[config.mk]
export PLATFORM = sky130hd
export DESIGN_NAME = cca_array
export DESIGN_NICKNAME = d
export VERILOG_FILES = /design/src/rtl/cca_pkg.sv /design/src/rtl/cca_rule_lut.sv /design/src/rtl/cca_cell.sv /design/src/rtl/cca_state_map.sv /design/src/rtl/cca_array.sv
export SDC_FILE = /design/constraint.sdc
export NUM_CORES = 1
export LEC_CHECK = 0
export ABC_CLOCK_PERIOD_IN_PS = 2600
export BUFFER_PORTS_ARGS = -buffer_cell sky130_fd_sc_hd__buf_2
export CAP_MARGIN = 10
export CORE_ASPECT_RATIO = 1.25
export CORE_UTILIZATION = 31
export DETAILED_ROUTE_END_ITERATION = 6
export RECOVER_POWER = 100
export SLEW_MARGIN = 0
export SYNTH_ARGS = -nofsm -noshare
export SYNTH_HDL_FRONTEND = slang
export SYNTH_SLANG_ARGS = --single-unit
[constraint.sdc]
create_clock -name clk -period 2.6 [get_ports clk]
set_input_delay 0.52 -clock clk [delete_from_list [all_inputs] [get_ports clk]]
set_output_delay 0.52 -clock clk [all_outputs]
set_load 0.1 [all_outputs]
[src/rtl/cca_pkg.sv]
// Package: shared helpers for the self-restoring cellular array.
// Assumes cells are numbered row-major, index = row*COLS + col.
package cca_pkg;

    // Row-major cell index for (row, col) in a grid with cols columns.
    function automatic int cell_index(input int row, input int col, input int cols);
        return row * cols + col;
    endfunction

endpackage

[src/rtl/cca_rule_lut.sv]
// Rule lookup: returns the output field of the rule whose (north, west)
// key matches the inputs, and a hit flag. Assumes keys are unique; if
// duplicated, the lowest entry wins. A miss returns 0.
module cca_rule_lut #(
    parameter int SW     = 3,
    parameter int NRULES = 12,
    parameter logic [NRULES*SW-1:0] RULE_N = '0,
    parameter logic [NRULES*SW-1:0] RULE_W = '0,
    parameter logic [NRULES*SW-1:0] RULE_O = '0
) (
    input  logic [SW-1:0] north,
    input  logic [SW-1:0] west,
    output logic [SW-1:0] rule_out,
    output logic          hit
);
    logic [NRULES-1:0] match;

    // One comparator per rule entry.
    for (genvar i = 0; i < NRULES; i++) begin : g_match
        assign match[i] = (RULE_N[i*SW +: SW] == north) && (RULE_W[i*SW +: SW] == west);
    end

    // Select the first matching entry, default 0 on a miss.
    always_comb begin
        rule_out = '0;
        hit      = 1'b0;
        for (int i = NRULES - 1; i >= 0; i--) begin
            if (match[i]) begin
                rule_out = RULE_O[i*SW +: SW];
                hit      = 1'b1;
            end
        end
    end
endmodule

[src/rtl/cca_cell.sv]
// One automaton cell: a state register updated from the rule lookup of
// its north and west inputs, with fault-emulation overrides (stuck has
// priority, then inject, then step). Its own state is not a rule input.
module cca_cell #(
    parameter int SW     = 3,
    parameter int NRULES = 12,
    parameter logic [NRULES*SW-1:0] RULE_N = '0,
    parameter logic [NRULES*SW-1:0] RULE_W = '0,
    parameter logic [NRULES*SW-1:0] RULE_O = '0
) (
    input  logic          clk,
    input  logic          rst_n,
    input  logic          step,
    input  logic          inj,
    input  logic          stuck,
    input  logic [SW-1:0] fval,
    input  logic [SW-1:0] north,
    input  logic [SW-1:0] west,
    output logic [SW-1:0] state,
    output logic          miss,
    output logic          changed
);
    logic [SW-1:0] rule_out;
    logic          hit;
    logic          forced;
    logic          upd;
    logic [SW-1:0] nxt;

    cca_rule_lut #(
        .SW(SW), .NRULES(NRULES),
        .RULE_N(RULE_N), .RULE_W(RULE_W), .RULE_O(RULE_O)
    ) lut_i (
        .north(north), .west(west), .rule_out(rule_out), .hit(hit)
    );

    // Choose the next value and report a miss or a change.
    always_comb begin
        forced  = stuck | inj;
        upd     = forced | step;
        nxt     = forced ? fval : rule_out;
        miss    = step & ~forced & ~hit;
        changed = upd & (nxt != state);
    end

    // State register with synchronous reset to 0.
    always_ff @(posedge clk) begin
        if (!rst_n) begin
            state <= '0;
        end else if (upd) begin
            state <= nxt;
        end
    end
endmodule

[src/rtl/cca_state_map.sv]
// State map: turns each cell state into its configuration bit by
// indexing a constant table of 2**SW bits. Purely combinational.
module cca_state_map #(
    parameter int NCELLS = 16,
    parameter int SW     = 3,
    parameter logic [(1<<SW)-1:0] STATE_MAP = '0
) (
    input  logic [NCELLS*SW-1:0] states,
    output logic [NCELLS-1:0]    pattern
);
    // One table read per cell.
    for (genvar k = 0; k < NCELLS; k++) begin : g_map
        assign pattern[k] = STATE_MAP[states[k*SW +: SW]];
    end
endmodule

[src/rtl/cca_array.sv]
// Top: ROWS x COLS grid of cells with one-way north/west coupling,
// fixed top and left boundaries, a state-to-pattern map, a sticky miss
// flag and a converged flag. All cells update on the same edge.
module cca_array #(
    parameter int ROWS   = 4,
    parameter int COLS   = 4,
    parameter int SW     = 3,
    parameter int NRULES = 12,
    parameter logic [NRULES*SW-1:0] RULE_N = {3'd6,3'd5,3'd4,3'd3,3'd2,3'd3,3'd2,3'd1,3'd0,3'd0,3'd0,3'd0},
    parameter logic [NRULES*SW-1:0] RULE_W = {3'd6,3'd5,3'd4,3'd3,3'd2,3'd0,3'd0,3'd0,3'd3,3'd2,3'd1,3'd0},
    parameter logic [NRULES*SW-1:0] RULE_O = {3'd7,3'd6,3'd5,3'd4,3'd3,3'd4,3'd3,3'd2,3'd4,3'd3,3'd2,3'd1},
    parameter logic [COLS*SW-1:0]   TOP_BOUND  = '0,
    parameter logic [ROWS*SW-1:0]   LEFT_BOUND = '0,
    parameter logic [(1<<SW)-1:0]   STATE_MAP  = 8'hA5
) (
    input  logic                      clk,
    input  logic                      rst_n,
    input  logic                      step_en,
    input  logic [ROWS*COLS-1:0]      inj_en,
    input  logic [ROWS*COLS-1:0]      stuck_en,
    input  logic [ROWS*COLS*SW-1:0]   force_val,
    output logic [ROWS*COLS*SW-1:0]   state_vec,
    output logic [ROWS*COLS-1:0]      pattern_vec,
    output logic                      miss_flag,
    output logic                      converged
);
    import cca_pkg::*;

    localparam int NCELLS = ROWS * COLS;

    logic [SW-1:0]     cur [NCELLS];
    logic [NCELLS-1:0] miss_v;
    logic [NCELLS-1:0] chg_v;

    for (genvar r = 0; r < ROWS; r++) begin : g_row
        for (genvar c = 0; c < COLS; c++) begin : g_col
            localparam int K = cell_index(r, c, COLS);
            logic [SW-1:0] n_in;
            logic [SW-1:0] w_in;

            if (r == 0) begin : g_ntop
                assign n_in = TOP_BOUND[c*SW +: SW];
            end else begin : g_nin
                assign n_in = cur[K-COLS];
            end

            if (c == 0) begin : g_wleft
                assign w_in = LEFT_BOUND[r*SW +: SW];
            end else begin : g_win
                assign w_in = cur[K-1];
            end

            cca_cell #(
                .SW(SW), .NRULES(NRULES),
                .RULE_N(RULE_N), .RULE_W(RULE_W), .RULE_O(RULE_O)
            ) cell_i (
                .clk(clk), .rst_n(rst_n), .step(step_en),
                .inj(inj_en[K]), .stuck(stuck_en[K]),
                .fval(force_val[K*SW +: SW]),
                .north(n_in), .west(w_in),
                .state(cur[K]), .miss(miss_v[K]), .changed(chg_v[K])
            );

            assign state_vec[K*SW +: SW] = cur[K];
        end
    end

    cca_state_map #(
        .NCELLS(NCELLS), .SW(SW), .STATE_MAP(STATE_MAP)
    ) map_i (
        .states(state_vec), .pattern(pattern_vec)
    );

    // Sticky record of any rule-table miss on a stepped cell.
    always_ff @(posedge clk) begin
        if (!rst_n) begin
            miss_flag <= 1'b0;
        end else if (|miss_v) begin
            miss_flag <= 1'b1;
        end
    end

    // Converged: last update was a step that changed no cell.
    always_ff @(posedge clk) begin
        if (!rst_n) begin
            converged <= 1'b0;
        end else if (step_en || (|inj_en) || (|stuck_en)) begin
            converged <= step_en && !(|chg_v);
        end
    end
endmodule

# == Word level (Yosys, flattened, before mapping) ==
# Memories as Yosys holds them, arrays and structs flattened. A register that Yosys moved wholly into a read port is not among the register bits.
# Cells that the tools add are included.
# totals
ff_bits,50
romBits,128
out_inout_bits,66
word_cells,711
memories,16
# memory_table
memory,depth,word_bits,rd,rd_clocked_by_memory_dff,write_ports,line,rtl
(no name shown),8,1,1,1,0,cca_state_map.sv:13,assign pattern[k] = STATE_MAP[states[k*SW +: SW]];
(no name shown),8,1,1,1,0,cca_state_map.sv:13,
(no name shown),8,1,1,1,0,cca_state_map.sv:13,
(no name shown),8,1,1,1,0,cca_state_map.sv:13,
(no name shown),8,1,1,1,0,cca_state_map.sv:13,
(no name shown),8,1,1,1,0,cca_state_map.sv:13,
+10 memories,-,-,-,-,-,-,
# op_classes
n_lt_le_gt_ge,16
n_eq_ne,103
muxes,320
n_bitwise,107
n_reduce_logical,131
# op_table
operator,count
$mux 3,176
$mux 1,144
$eq 3x3->1 const A,42
$logic_and 1x1->1,109
$eq 2x3->1 const A,30
$lt 3x4->1 const B,16
$ne 3x3->1,16
$reduce_or 16->1,3
$and 1x1->1,46
$eq 1x3->1 const A,15
$logic_not 3->1,15
$or 1x1->1,32
$not 1->1,29
$reduce_or 15->1,1
$logic_or 1x1->1,2
$logic_not 1->1,1

# == Logic depth before layout (Yosys ltp) ==
# logic_depth
ltp_word,20
mapped_depth,10

# == Modules after synthesis ==
# From an unflattened synthesis, not the netlist that was laid out.
# unflattened
cells_unflattened,860
hier_area_um2,7078.0
# modules_own_cells
module,instances,cells_per_inst,area_per_inst_um2,seq_area_each_um2
cca_cell,16,23,222.7,60.1
cca_rule_lut,16,28,196.4,0.0
cca_array,1,28,231.5,40.0
cca_state_map,1,16,140.1,0.0

# == Worst setup path before layout ==
# No wires, ideal clock.
# synth_path
kind,register -> register
start,reg g_row[1].g_col[2].cell_i.state[0]
end,reg converged
setup_ns,0.096
t_arrival_ns,2.982
required_ns,2.504
slack_ns,-0.478
stages_incl_launch_ff,9
path_buffers,2
cell_sequence,dfxtp_1 -> buf_2 -> buf_1 -> nand3_1 -> a32oi_1 -> xor2_1 -> a2111o_1 -> o41a_1 -> o41ai_2
# synth_via
elab_chain_len,20
word_cells_on_any_way,66
classes_between,eq/ne (9); mux (26); bitwise (3); reduce/logical (28)
# synth_lines
item,line,rtl
start: declaration,cca_cell.sv:19,"output logic [SW-1:0] state,"
start signal: assignment,cca_cell.sv:50,state <= nxt;
$eq 3x3->1,cca_rule_lut.sv:20,assign match[i] = (RULE_N[i*SW +: SW] == north) && (RULE_W[i*SW +: SW] == west);
$logic_and 1x1->1,cca_rule_lut.sv:20,
$mux 3 (12 in series),cca_rule_lut.sv:28,if (match[i]) begin
$mux 3,cca_cell.sv:40,nxt = forced ? fval : rule_out;
$ne 3x3->1,cca_cell.sv:42,changed = upd & (nxt != state);
$and 1x1->1,cca_cell.sv:42,
$reduce_or 16->1 *,cca_array.sv:88,converged <= step_en && !(|chg_v);
$logic_not 1->1 *,cca_array.sv:88,
$logic_and 1x1->1 *,cca_array.sv:88,
end signal: assignment,cca_array.sv:88,
end: declaration,cca_array.sv:25,output logic converged
# Every way passes the cells marked *; elsewhere a longest branch is shown, timed or not.
# A chain may end at the register's enable or synchronous reset.

# == Worst setup path after layout ==
# layout_path
start,reg g_row[1].g_col[1].cell_i.state[2]
end,reg converged
# layout_via
elab_chain_len,20
word_cells_on_any_way,66
classes_between,eq/ne (9); mux (26); bitwise (3); reduce/logical (28)
# layout_lines
item,line
start: declaration,cca_cell.sv:19
start signal: assignment,cca_cell.sv:50
$eq 3x3->1,cca_rule_lut.sv:20
$logic_and 1x1->1,cca_rule_lut.sv:20
$mux 3 (12 in series),cca_rule_lut.sv:28
$mux 3,cca_cell.sv:40
$ne 3x3->1,cca_cell.sv:42
$and 1x1->1,cca_cell.sv:42
$reduce_or 16->1 *,cca_array.sv:88
$logic_not 1->1 *,cca_array.sv:88
$logic_and 1x1->1 *,cca_array.sv:88
# Marks and branches as above.

==> flow_summary.toml <==
[routing]
vias = 6330
drc = 0
drt-initial-drc-count = 388
via_per_inst = 5.471
routed_wl_mm = 20.05
wl_per_cell_um = 17.33
first_pass_iters = 5
ant_nets = 0

[cts]
clk_latency_ns = 0.35
cts.path.max_buffers = 2
numClockSinks = 66
htree_num_levels = 3
cts_buffers = 9
cts_root_buffer = "clkbuf_16"
cts_tree = "yes"
clkTransAtPathRegs_ns = 0.06
cts_hold_buf = 0

[logic_synthesis]
synth_top_family_by_area = "compound AO/OA/AOI/OAI gates"
seq_area_frac_synth = 0.2277
netlist_instances = 776
syn_nets = 859
synth_top_area_frac = 0.2277
synth_fa_ha_area_frac = 0.003451
synth.distinct_cells = 77
netlist_area_sq_mm = 0.005802
syn_area_per_cell_sq_um = 7.477
ys_ff_latch = 66
synth.area.mux_share = 0.05456
synth-edff-count = 0
synth_compound_area_frac = 0.2985
synth_warnings = 0
synth_xor_area_frac = 0.1251
ys.flop_type = "dfxtp_1"
async_flop_share = 0
yosys.area.top_type = "dfxtp_1"
synth-simple-area-share = 0.2286
synth_area_leaders = "dfxtp_1 23%, xnor2_1 8.2%, o21ai_0 4.8%"

[cells_and_area]
stdcell_count = 1157
final_cell_mix = "80 x buf_2, 73 x nor2_1, 69 x clkbuf_1, 59 x nand2_1, 56 x o21ai_0"
nFillCells = 1917
areaGrowthSynthToFinish_pct = 25.15
layout-drive-gt1-share = 0.2414
final_area_sq_mm = 0.007261
layout_commonest_cell = "buf_2"
nets = 1006

[sta]
min_period_over_period = 0.9473
setup_viol_count_final = 0
fmax_mhz = 406.0
relSlewSlack = 0.1713
worst_pin_slew_ns = 1.248
hold_violations = 0
finalClockSkew_ns = 0.005507
rsz0062_at_grt = "no"
fin_crit_ns = 2.463
drv_slew = 0

[floorplan]
die_w_um = 124.4
io_pins = 149
fp-row-count = 55
die_area_sq_mm = 0.01927
coreArea_sq_mm = 0.01824
start_util = 0.3181
die_h_um = 155.0

[worst_setup_path]
startpoint = "g_row[1].g_col[1].cell_i.state[2]"
r2r_start = "g_row[1].g_col[1].cell_i.state[2]"
worst_ep_arrival_time_ns = 2.72
crit_fanout = 5
critPathCaptureType = "flip-flop"
crit_required_ns = 2.86
critPathKind = "reg -> reg"
crit_path_start_kind = "flip-flop"

[place]
hpwl_mm = 15.42
gp_congestion = 0.8898
dpl.cell_count = 1140
io_buffer_count = 148
dpl-instance-area_sq_mm = 0.007003

[pwr]
p_leak_nw = 2.796
total_power_mw = 4.408
p_per_area_mw_per_mm2 = 607.1
vdd_drop_max_mv = 0.3002

[outcome]
outcome = "finished clean"

[min_path]
hold_start = "force_val[1]"
min_path_type = "in -> reg"

[global_routing]
grt_pass1_wl_mm = 31.58
grt_max_degree = 36
antenna_found_initial = 1
grt-ovfl-total = 0
grt_pass1_vias = 5839
grt.total_usage = 0.2056

[flow_run]
maxCapViolations = 0
registers in the layout, indices dropped and copies added, names as in the netlist:
register and count:
converged 1, g_row.g_col.cell_i.state 48, miss_flag 1, pattern_vec 16
power by group:
group	internal [mW]	switching, mW	total (mW)	leakage (nW)
clock network	0.873	0.501	1.37	0.164
registers	1.11	0.166	1.28	0.564
logic	0.502	1.26	1.76	2.07
worst paths after layout:
check | to | slack [ns] | cells after the start
worst max register to register | converged | 0.14 | 8
worst max-delay path | converged | 0.14 | 8
worst min-delay path | g_row[0].g_col[0].cell_i.state[1] | 0.45 | 3
worst min register to register | miss_flag | 0.48 | 1
critical path: stages, from the launching register on:
cell	delay (ns)
dfxtp_4	0.35
nor2_1	0.30
nand2_1	0.09
mux2_2	0.27
o32ai_2	0.28
xor2_1	0.14
a2111o_1	0.36
o41a_1	0.38
o41ai_2	0.20
area by class of cell:
class | instances | area [sq um] | area share
clock buffer | 15 | 331.6 | 0.04567
inverter | 8 | 30.03 | 0.004136
sequential | 66 | 1394 | 0.1920
clock inverter | 1 | 7.507 | 0.001034
antenna | 1 | 2.502 | 0.0003446
tap | 228 | 285.3 | 0.03929
multi-input combinational | 634 | 4131 | 0.5690
timing repair buffer | 204 | 1079 | 0.1485
metrics by stage:
step	worst slack, ns	util	setup TNS [ns]	hold slack (ns)
floorplan	0.00006462	-	0	0.6574
CTS	0.1329	0.4026	0	0.4422
global placement	-0.1195	0.3840	-0.1195	0.4457
global route	0.001873	0.3980	0	0.4689
detailed placement	-0.1555	0.3840	-0.1555	0.4577
finish	0.1370	0.3981	0	0.4540
cell usage after synthesis, types with 5 or more instances:
cell,count
nor2_1,73
dfxtp_1,66
nand2_1,59
o21ai_0,56
a21oi_1,55
xnor2_1,54
clkbuf_1,28
xor2_1,27
mux2i_1,26
nor3_1,26
buf_2,24
a31oi_1,21
or2_2,19
a211oi_1,15
nand3_1,15
and2_1,12
o22ai_1,9
inv_1,8
nor4bb_1,8
o211ai_1,8
and3_1,7
buf_1,7
nand4_1,7
nor2b_1,7
nor4_1,7
a21boi_0,6
a21o_1,5
a41oi_1,5
buf_4,5
mux2_2,5
o21bai_1,5
o311a_1,5
cells by family after synthesis:
kind of cell / after synthesis
xor+xnor: 82
simple gates: 262
compound gates: 257
buf+inv: 76
flops: 66
mux: 31
fa+ha+maj: 2
per-layer routing:
| metal | vias up | wire length [um] | GRT usage |
|---|---|---|---|
| li1 | 3168 | - | - |
| met3 | 21 | 938 | 0.03232 |
| met4 | 0 | 424 | 0.08147 |
| met2 | 177 | 10050 | 0.3575 |
| met5 | - | 0 | 0 |
| met1 | 2964 | 8633 | 0.2526 |
what timing repair did:
item	CTS	global route
hold endpoints to repair	0	0
setup buffers	0	0
endpoints found under the setup margin	0	1
resized for setup	0	4
Power figures use the tool's default switching activity.
